## src/rtl/vrss_pkg.sv

```systemverilog
package vrss_pkg;
    typedef enum logic [3:0] {
        ST_IDLE,
        ST_DELAY,
        ST_RAMP1,
        ST_HOLD,
        ST_RAMP2,
        ST_SETTLE,
        ST_READY,
        ST_FAULT,
        ST_OFF
    } seq_state_e;
endpackage

```

## src/rtl/vrss_timer.sv

```systemverilog
module vrss_timer #(
    parameter int CNT_W = 9
) (
    input  logic             clk,
    input  logic             rst_n,
    input  logic             run,
    input  logic [CNT_W-1:0] limit,
    output logic             done
);
    logic [CNT_W-1:0] cnt_d, cnt_q;
    logic             at_end;

    assign at_end = (cnt_q == limit - CNT_W'(1));
    assign done   = run && at_end;

    always_comb begin
        if (!run)        cnt_d = '0;
        else if (at_end) cnt_d = cnt_q;
        else             cnt_d = cnt_q + CNT_W'(1);
    end

    always_ff @(posedge clk or negedge rst_n) begin
        if (!rst_n) cnt_q <= '0;
        else        cnt_q <= cnt_d;
    end
endmodule

```

## src/rtl/vrss_vid_qual.sv

```systemverilog
module vrss_vid_qual #(
    parameter int QUAL_N = 2
) (
    input  logic clk,
    input  logic rst_n,
    input  logic run,
    input  logic vid_valid,
    output logic done
);
    localparam int Q_W = $clog2(QUAL_N + 1);
    logic [Q_W-1:0] qual_d, qual_q;

    assign done = (qual_q == Q_W'(QUAL_N));

    always_comb begin
        if (!run || !vid_valid) qual_d = '0;
        else if (done)          qual_d = qual_q;
        else                    qual_d = qual_q + Q_W'(1);
    end

    always_ff @(posedge clk or negedge rst_n) begin
        if (!rst_n) qual_q <= '0;
        else        qual_q <= qual_d;
    end
endmodule

```

## src/rtl/vrss_ramp.sv

```systemverilog
module vrss_ramp #(
    parameter int DAC_W = 8
) (
    input  logic             clk,
    input  logic             rst_n,
    input  logic             clr,
    input  logic             step,
    input  logic [DAC_W-1:0] target,
    output logic [DAC_W-1:0] code,
    output logic             at_target
);
    logic [DAC_W-1:0] code_d, code_q;

    assign code      = code_q;
    assign at_target = (code_q == target);

    always_comb begin
        code_d = code_q;
        if (clr)                                code_d = '0;
        else if (step && (code_q < target))     code_d = code_q + DAC_W'(1);
        else if (step && (code_q > target))     code_d = code_q - DAC_W'(1);
    end

    always_ff @(posedge clk or negedge rst_n) begin
        if (!rst_n) code_q <= '0;
        else        code_q <= code_d;
    end

    // no code movement without a tick
    p_no_move_without_tick_r3: assert property (@(posedge clk) disable iff (!rst_n)
        (!step && !clr) |=> $stable(code_q));
    // at most one code per tick
    p_single_step_r3: assert property (@(posedge clk) disable iff (!rst_n)
        (step && !clr) |=> ((code_q == $past(code_q) + DAC_W'(1)) ||
                            (code_q == $past(code_q) - DAC_W'(1)) ||
                            (code_q == $past(code_q))));
endmodule

```

## src/rtl/vr_softstart_seq.sv

```systemverilog
module vr_softstart_seq
    import vrss_pkg::*;
#(
    parameter int DAC_W     = 8,
    parameter int BOOT_CODE = 176,
    parameter int INIT_DLY  = 340,
    parameter int HOLD_DLY  = 21,
    parameter int READY_DLY = 21,
    parameter int VID_QUAL  = 2
) (
    input  logic             clk,
    input  logic             rst_n,
    input  logic             por_ok,
    input  logic             en_a,
    input  logic             en_b,
    input  logic             ss_tick,
    input  logic [DAC_W-1:0] vid_code,
    input  logic             vid_valid,
    input  logic             uv_flt,
    input  logic             ov_flt,
    input  logic             oc_flt,
    output logic [DAC_W-1:0] dac_code,
    output logic             vr_ready,
    output logic             shut_off
);
    localparam int MAX_A  = (INIT_DLY > HOLD_DLY) ? INIT_DLY : HOLD_DLY;
    localparam int MAX_D  = (MAX_A > READY_DLY) ? MAX_A : READY_DLY;
    localparam int CNT_W  = $clog2(MAX_D + 1);
    localparam logic [DAC_W-1:0] BOOT_V = DAC_W'(BOOT_CODE);
    localparam logic [DAC_W-1:0] OFF_V  = '0;

    typedef struct packed {
        seq_state_e       state;
        logic [DAC_W-1:0] tgt;
    } seq_regs_t;

    seq_regs_t        cur_q, nxt_d;
    logic             enable, fault_any;
    logic             tmr_run, tmr_done, qual_done;
    logic [CNT_W-1:0] tmr_limit;
    logic             ramp_step, ramp_clr, at_tgt;
    logic [DAC_W-1:0] ramp_tgt;

    assign enable    = por_ok & en_a & en_b;
    assign fault_any = uv_flt | ov_flt | oc_flt;

    always_comb begin
        nxt_d = cur_q;
        if (!enable) begin
            nxt_d.state = ST_IDLE;
        end else begin
            case (cur_q.state)
                ST_IDLE:   nxt_d.state = ST_DELAY;
                ST_DELAY:  if (tmr_done) nxt_d.state = ST_RAMP1;
                ST_RAMP1:  if (at_tgt)   nxt_d.state = ST_HOLD;
                ST_HOLD: begin
                    if (tmr_done && qual_done) begin
                        if (vid_code == OFF_V) begin
                            nxt_d.state = ST_OFF;
                        end else begin
                            nxt_d.state = ST_RAMP2;
                            nxt_d.tgt   = vid_code;
                        end
                    end
                end
                ST_RAMP2:  if (at_tgt)    nxt_d.state = ST_SETTLE;
                ST_SETTLE: if (tmr_done)  nxt_d.state = ST_READY;
                ST_READY:  if (fault_any) nxt_d.state = ST_FAULT;
                default:   nxt_d.state = cur_q.state;
            endcase
        end
    end

    always_ff @(posedge clk or negedge rst_n) begin
        if (!rst_n) begin
            cur_q.state <= ST_IDLE;
            cur_q.tgt   <= BOOT_V;
        end else begin
            cur_q <= nxt_d;
        end
    end

    always_comb begin
        tmr_run   = 1'b1;
        tmr_limit = CNT_W'(INIT_DLY);
        case (cur_q.state)
            ST_DELAY:  tmr_limit = CNT_W'(INIT_DLY);
            ST_HOLD:   tmr_limit = CNT_W'(HOLD_DLY);
            ST_SETTLE: tmr_limit = CNT_W'(READY_DLY);
            default:   tmr_run   = 1'b0;
        endcase
    end

    assign ramp_tgt  = (cur_q.state == ST_RAMP1) ? BOOT_V : cur_q.tgt;
    assign ramp_step = ss_tick && ((cur_q.state == ST_RAMP1) || (cur_q.state == ST_RAMP2));
    assign ramp_clr  = (nxt_d.state == ST_IDLE) || (nxt_d.state == ST_OFF);

    vrss_timer #(.CNT_W(CNT_W)) u_timer (
        .clk   (clk),
        .rst_n (rst_n),
        .run   (tmr_run),
        .limit (tmr_limit),
        .done  (tmr_done)
    );

    vrss_vid_qual #(.QUAL_N(VID_QUAL)) u_qual (
        .clk       (clk),
        .rst_n     (rst_n),
        .run       (cur_q.state == ST_HOLD),
        .vid_valid (vid_valid),
        .done      (qual_done)
    );

    vrss_ramp #(.DAC_W(DAC_W)) u_ramp (
        .clk       (clk),
        .rst_n     (rst_n),
        .clr       (ramp_clr),
        .step      (ramp_step),
        .target    (ramp_tgt),
        .code      (dac_code),
        .at_target (at_tgt)
    );

    assign vr_ready = (cur_q.state == ST_READY);
    assign shut_off = (cur_q.state == ST_OFF);

    // losing an enable returns the outputs to rest
    p_disabled_rest_r1: assert property (@(posedge clk) disable iff (!rst_n)
        !enable |=> (dac_code == '0 && !vr_ready && !shut_off));
    // the hold sits on the boot level
    p_hold_at_boot_r4: assert property (@(posedge clk) disable iff (!rst_n)
        (cur_q.state == ST_HOLD) |-> (dac_code == BOOT_V));
    // off-code shutdown is sticky while enabled
    p_off_sticky_r6: assert property (@(posedge clk) disable iff (!rst_n)
        (shut_off && enable) |=> (shut_off && dac_code == '0));
    // ready only on the final target
    p_ready_on_target_r7: assert property (@(posedge clk) disable iff (!rst_n)
        vr_ready |-> (dac_code == cur_q.tgt));
    // a fault while ready drops it
    p_fault_drops_ready_r9: assert property (@(posedge clk) disable iff (!rst_n)
        (vr_ready && fault_any) |=> !vr_ready);
    // latched fault keeps ready low and the code frozen
    p_fault_latched_r9: assert property (@(posedge clk) disable iff (!rst_n)
        (cur_q.state == ST_FAULT && enable) |=> (!vr_ready && $stable(dac_code)));
endmodule

```

## config.mk

```make
export PLATFORM = sky130hd
export DESIGN_NAME = vr_softstart_seq
export DESIGN_NICKNAME = d
export VERILOG_FILES = /design/src/rtl/vrss_pkg.sv /design/src/rtl/vrss_timer.sv /design/src/rtl/vrss_vid_qual.sv /design/src/rtl/vrss_ramp.sv /design/src/rtl/vr_softstart_seq.sv
export SDC_FILE = /design/constraint.sdc
export NUM_CORES = 1
export LEC_CHECK = 0
export ABC_AREA = 0
export BUFFER_PORTS_ARGS = -buffer_cell sky130_fd_sc_hd__buf_4
export CAP_MARGIN = 20
export CORE_MARGIN = 1
export CORE_UTILIZATION = 50
export CTS_CLUSTER_DIAMETER = 150
export DETAILED_ROUTE_END_ITERATION = 10
export HOLD_SLACK_MARGIN = 0.03
export PLACE_DENSITY = 0.79
export SLEW_MARGIN = 10
export SYNTH_ARGS = -nofsm -noshare
export SYNTH_HDL_FRONTEND = slang
export SYNTH_SLANG_ARGS = --single-unit
```

## constraint.sdc

```tcl
create_clock -name clk -period 9.28 [get_ports clk]
set_input_delay 0.464 -clock clk [delete_from_list [all_inputs] [get_ports clk]]
set_output_delay 0.464 -clock clk [all_outputs]
set_load 0.05 [all_outputs]
```

# Word-level counts from Yosys, hierarchy flattened
# Cells that the tools add are included.
# op_classes
eq_ne	13
n_bitwise	5
addsub	5
magnitude_cmp	2
muxes	20
n_reduce_logical	17
# ops
op	n
two-way mux 8 bit	5
two-way mux 4 bit	7
one-hot mux 4 bit (7 select lines)	1
two-way mux 9 bit	3
equality test 4 x 3 -> 1 bit (second input constant)	3
two-way mux 12 bit	1
adder 9 x 1 -> 9 bit (second input constant)	1
equality test 9 bit	1
subtractor 9 x 1 -> 9 bit (second input constant)	1
adder 8 x 1 -> 8 bit (second input constant)	1
equality test 4 x 2 -> 1 bit (second input constant)	2
equality test 4 bit (second input constant)	2
equality test 8 bit	1
> comparator 8 bit	1
zero test 4 bit	2
zero test 8 bit	1
less-than comparator 8 bit	1
subtractor 8 x 1 -> 8 bit (second input constant)	1
logical AND 1 bit	5
equality test 4 x 1 -> 1 bit (second input constant)	1
two-way mux 2 bit	2
AND reduction 4 bit	1
logical OR 1 bit	3
nonzero test 3 bit	1
11 further kinds	14
# word_totals
out_inout_bits	10
wordCells	67
register_bits	31
input_bits	18

# Longest topological paths before layout
# depth
depth_word	13
ltp_mapped	17
depth_no_buf	17

# Hierarchy
# From an unflattened synthesis, not the netlist that was laid out.
# hier_totals
cells_unflattened	286
hier_area_um2	2602.5
# by_module_without_submodules
mod	seq_area_each_um2	area_each_um2	cells_per_inst	instances
vrss_ramp	200.2	888.4	102	1
vrss_timer	225.2	858.3	100	1
vr_softstart_seq	304.0	754.5	74	1
vrss_vid_qual	50.0	101.3	10	1

# Least setup slack after synthesis
# OpenSTA, ideal clock, no wires.
# synth_timing
path_type	reg-to-reg
startpoint	register cur_q[10] (netlist bit)
endpoint	register u_ramp.code_q[6], in the netlist u_ramp.code[6]
synth_period_minus_slack_ns	3.503
slack_ns	5.777
required_ns	9.202
t_arrival_ns	3.426
n_path_buf	0
stages_incl_launch_ff	17
setup_ns	0.078
cell_sequence	dfrtp_1 > nor2_1 > nand2_1 > or2_2 > nand2_1 > ha_1 > o21ai_1 > a21oi_1 > o31ai_1 > nand2_1 > ha_1 > nor2b_1 > o31a_1 > o21a_1 > o21ai_0 > or3b_1 > a21oi_1
# synth_between
elab_chain_len	13
word_cells_on_any_way	37
cone_classes	add/sub: 1; order compare: 2; eq/ne: 9; mux: 13; reduce/logical: 12
# synth_lines
item	line	text
from (decl)	vr_softstart_seq.sv:37	seq_regs_t cur_q, nxt_d;
from (signal assigned)	vr_softstart_seq.sv:79	cur_q <= nxt_d;
equality test 4 x 3 -> 1 bit / equality test 4 x 2 -> 1 bit (equally long branches)	vr_softstart_seq.sv:52, vr_softstart_seq.sv:86	
OR reduction 2 bit (no source line)	--	
two-way mux 9 bit	vr_softstart_seq.sv:86	case (cur_q.state)
subtractor 9 x 1 -> 9 bit	vrss_timer.sv:13	assign at_end = (cnt_q == limit - CNT_W'(1));
equality test 9 bit	vrss_timer.sv:13	
logical AND 1 bit	vrss_timer.sv:14	assign done = run && at_end;
logical AND 1 bit	vr_softstart_seq.sv:57	if (tmr_done && qual_done) begin
two-way mux 12 bit	vr_softstart_seq.sv:57	
one-hot mux 4 bit (7 select lines)	vr_softstart_seq.sv:52	case (cur_q.state)
two-way mux 4 bit	vr_softstart_seq.sv:49	if (!enable) begin
equality test 4 bit / zero test 4 bit (equally long branches)	vr_softstart_seq.sv:96	assign ramp_clr = (nxt_d.state == ST_IDLE) || (nxt_d.state == ST_OFF);
logical OR 1 bit	vr_softstart_seq.sv:96	
nonzero test 3 bit (no source line) / two-way mux 8 bit (equally long branches)	--	
to (signal assigned)	vrss_ramp.sv:26	else code_q <= code_d;
to (decl)	vrss_ramp.sv:12	logic [DAC_W-1:0] code_d, code_q;
# Parallel ways exist; a longest one is shown, timed or not.
# A chain may end at the register's enable or synchronous reset.

# Worst setup path after layout
# Same ends and word-level chain as after synthesis.

==> flow_summary.ini <==
[outcome]
status = complete, no violations

[place]
placedCellCount = 298
place_area_um2 = 2390
place.gp.congestion = 0.865
place_ws_ns = 5.34
hpwl_mm = 3.31
portBuffers = 27

[finish]
area_growth_syn_to_layout_pct = 15.9
finalNetCount = 290
fin_cells = 306
post-route-util_pct = 61.5
drive_gt1_share_pct = 22.3
n_fill_cell = 354
diodes = 0
fin_area_um2 = 2490

[worst_setup_path]
ff2ff_path_depth = 16
cp-start-kind = register
critPathRequiredTime_ns = 9.49
cp-end-kind = register
path_max_fanout = 13
worstSetupPathType = reg -> reg
cp.arrival_ns = 4.16

[logic_synthesis]
ys_types = 55
synth_fp_nets = 259
avgSynthCellArea_um2 = 9.60
ys_seq_area_share_pct = 36.2
ys_seq_elements = 31
syn_area_um2 = 2150
syn_inst = 224
synth_warnings = 0

[sta]
setup_viol_count_final = 0
relSlewSlack_pct = 57.2
setup_tns_ns = 0
setup_slack_ns = 5.33
fmax_mhz = 253
final.min_clock_period_ns = 3.95
worst_pin_slew_ns = 0.640
hold_viol = 0
post-route-period-util_pct = 42.6
fin_skew_ns = 0.00279
rsz0062_at_grt = no
maxSlewViolCount = 0

[grt]
grt-ovfl-total = 0
antenna_found_initial = 0
grt.total_usage_pct = 21.7
grt_pass1_wl_mm = 7.23
grt_pass1_vias = 1645
grt_max_degree = 32

[drt]
wl_per_cell_um = 14.0
via_count = 1722
ant_nets = 0
routed_wl_mm = 4.29
drc_errors = 0
avgViaCountPerCell = 5.63
first_iter_violations = 58
drt_first_pass_iters = 4

[cts]
worst_skew_pair.late_latency_ns = 0.28
root_buffer = clkbuf_8
cts.sinks = 31
ctsResizeCount = 0
cts_tree = done
cts_hold_buf = 0
htree_levels = 2
cts_setup_buffers = 0
cts_buffer_depth = 2
numCtsBuffers = 5
clkTransAtPathRegs_ns = 0.06

[pwr]
vdd_drop_max_mv = 0.0807
powerDensity_nw_per_um2 = 107
p_leak_nw = 1.11

[floorplanning]
ios = 28
core_region_area_um2 = 4060
dieWidth_um = 67.6
dieArea_um2 = 4570
die_h_um = 67.6
start_util_pct = 53.0
num_rows = 23

[worst_hold_path]
hp-class = in -> async

[job]
drv.max_cap_violation_count = 0
## final timing paths
kind / start / end / slack [ns]
max: cur_q[10]$_DFF_PN0_ / u_ramp.code[6]$_DFFE_PN0P_ / 5.33
min: rst_n / u_ramp.code[1]$_DFFE_PN0P_ / 0.1
max reg2reg: cur_q[10]$_DFF_PN0_ / u_ramp.code[6]$_DFFE_PN0P_ / 5.33
min reg2reg: cur_q[2]$_DFFE_PN0P_ / cur_q[2]$_DFFE_PN0P_ / 0.52
max in group asynchronous: rst_n / cur_q[5]$_DFFE_PN1P_ / 8.86
min in group clk: vid_code[1] / cur_q[1]$_DFFE_PN0P_ / 0.41
## kinds of logic (layout without fill, tap and decap cells)
| group | after synthesis | count (layout) | synth area share, % |
|---|---|---|---|
| AOI/OAI and AO/OA | 41 | 41 | 13.7 |
| xor gates and xnor gates | 12 | 12 | 5.24 |
| adders and majority gates | 17 | 17 | 10.2 |
| buffers and inverters | 12 | 44 | 2.62 |
| DFF | 31 | 31 | 36.2 |
| muxes | 13 | 13 | 7.91 |
| and+or+nand+nor | 98 | 98 | 24.0 |
## worst max-delay path: stages, from the launching register on
cell and delay [ns]:
dfrtp_1 0.52, nor2_1 0.31, nand2_1 0.10, or2_2 0.34, nand2_1 0.09, ha_1 0.24, o21ai_1 0.13, a21oi_1 0.07
o31ai_1 0.26, nand2_1 0.23, ha_1 0.39, nor2b_1 0.17, o31a_1 0.25, o21a_1 0.18, o21ai_0 0.11, or3b_1 0.35
a21oi_1 0.14
## report_power, final
| group | internal [W] | switching (W) |
|---|---|---|
| Sequential | 0.000136 | 0.000000995 |
| Combinational | 0.00000582 | 0.00000676 |
| Clock | 0.0000676 | 0.0000496 |
## state kept, by name, summed over array words and instances, names as in the netlist
name	count
cur_q	12
u_timer.cnt_q	9
u_qual.qual_q	2
u_ramp.code	8
## cell type report
| cell class | instances | area, um2 | area share (%) |
|---|---|---|---|
| multi-input combinational | 181 | 1320 | 52.7 |
| clock buffer | 8 | 100 | 4.01 |
| sequential | 31 | 779 | 31.3 |
| timing repair buffer | 27 | 203 | 8.13 |
| inverter | 9 | 33.8 | 1.35 |
| tap | 50 | 62.6 | 2.51 |
## Yosys cell counts, drive strengths merged
library cell	count	area, um2
nor2	36	135
dfrtp	28	701
nand2	17	63.8
ha	16	200
a21oi	11	58.8
nand3	11	72.6
inv	9	33.8
xor2	9	86.3
mux2	8	120
nor3	7	46.3
o21ai	6	41.3
mux2i	5	50.1
o31ai	4	30.0
or3	4	30.0
a211oi	3	27.5
and2	3	18.8
dfstp	3	78.8
nand4	3	18.8
nor2b	3	18.8
nor4b	3	32.5
o211ai	3	22.5
o21a	3	22.5
xnor2	3	26.3
and3	2	12.5
buf	2	18.8
nand3b	2	15.0
o22ai	2	18.8
o31a	2	17.5
or4	2	15.0
a21o	1	7.51
a2bb2oi	1	8.76
a311oi	1	8.76
a31oi	1	6.26
and4	1	10.0
clkbuf	1	3.75
fa	1	20.0
nand2b	1	6.26
nor4	1	6.26
o2111ai	1	8.76
o21bai	1	7.51
o41ai	1	8.76
or2	1	6.26
or3b	1	8.76
## metal layers
| layer | part of all wire [%] | GRT usage [%] | vias up |
|---|---|---|---|
| met4 | 1.3 | 7.18 | 0 |
| met1 | 46 | 26.3 | 806 |
| met3 | 4.3 | 6.59 | 6 |
| li1 | - | - | 874 |
| met5 | 0 | 0 | - |
| met2 | 48 | 36.1 | 36 |
## placed cells by master, fill, tap and decap left out, types with 4 or more instances in the layout
cell type,synthesis,layout
buf_4,1,27
dfrtp_1,28,28
mux2i_1,5,5
nand3_1,9,9
ha_1,16,16
xor2_1,8,8
nor2_1,36,36
nand2_1,17,17
mux2_4,8,8
nor3_1,6,6
a21oi_1,10,10
o31ai_1,4,4
clkbuf_8,0,7
inv_1,9,9
## through the flow
stage	total power [W]	hold WS, ns
final	0.000266	0.0988
after floorplan	0.000142	0.168
after global placement	0.000152	0.414
after CTS	0.000269	0.113
after global routing	0.000275	0.130
after detailed placement	0.000152	0.419
Note: power is estimated with default switching activity, not from simulation.
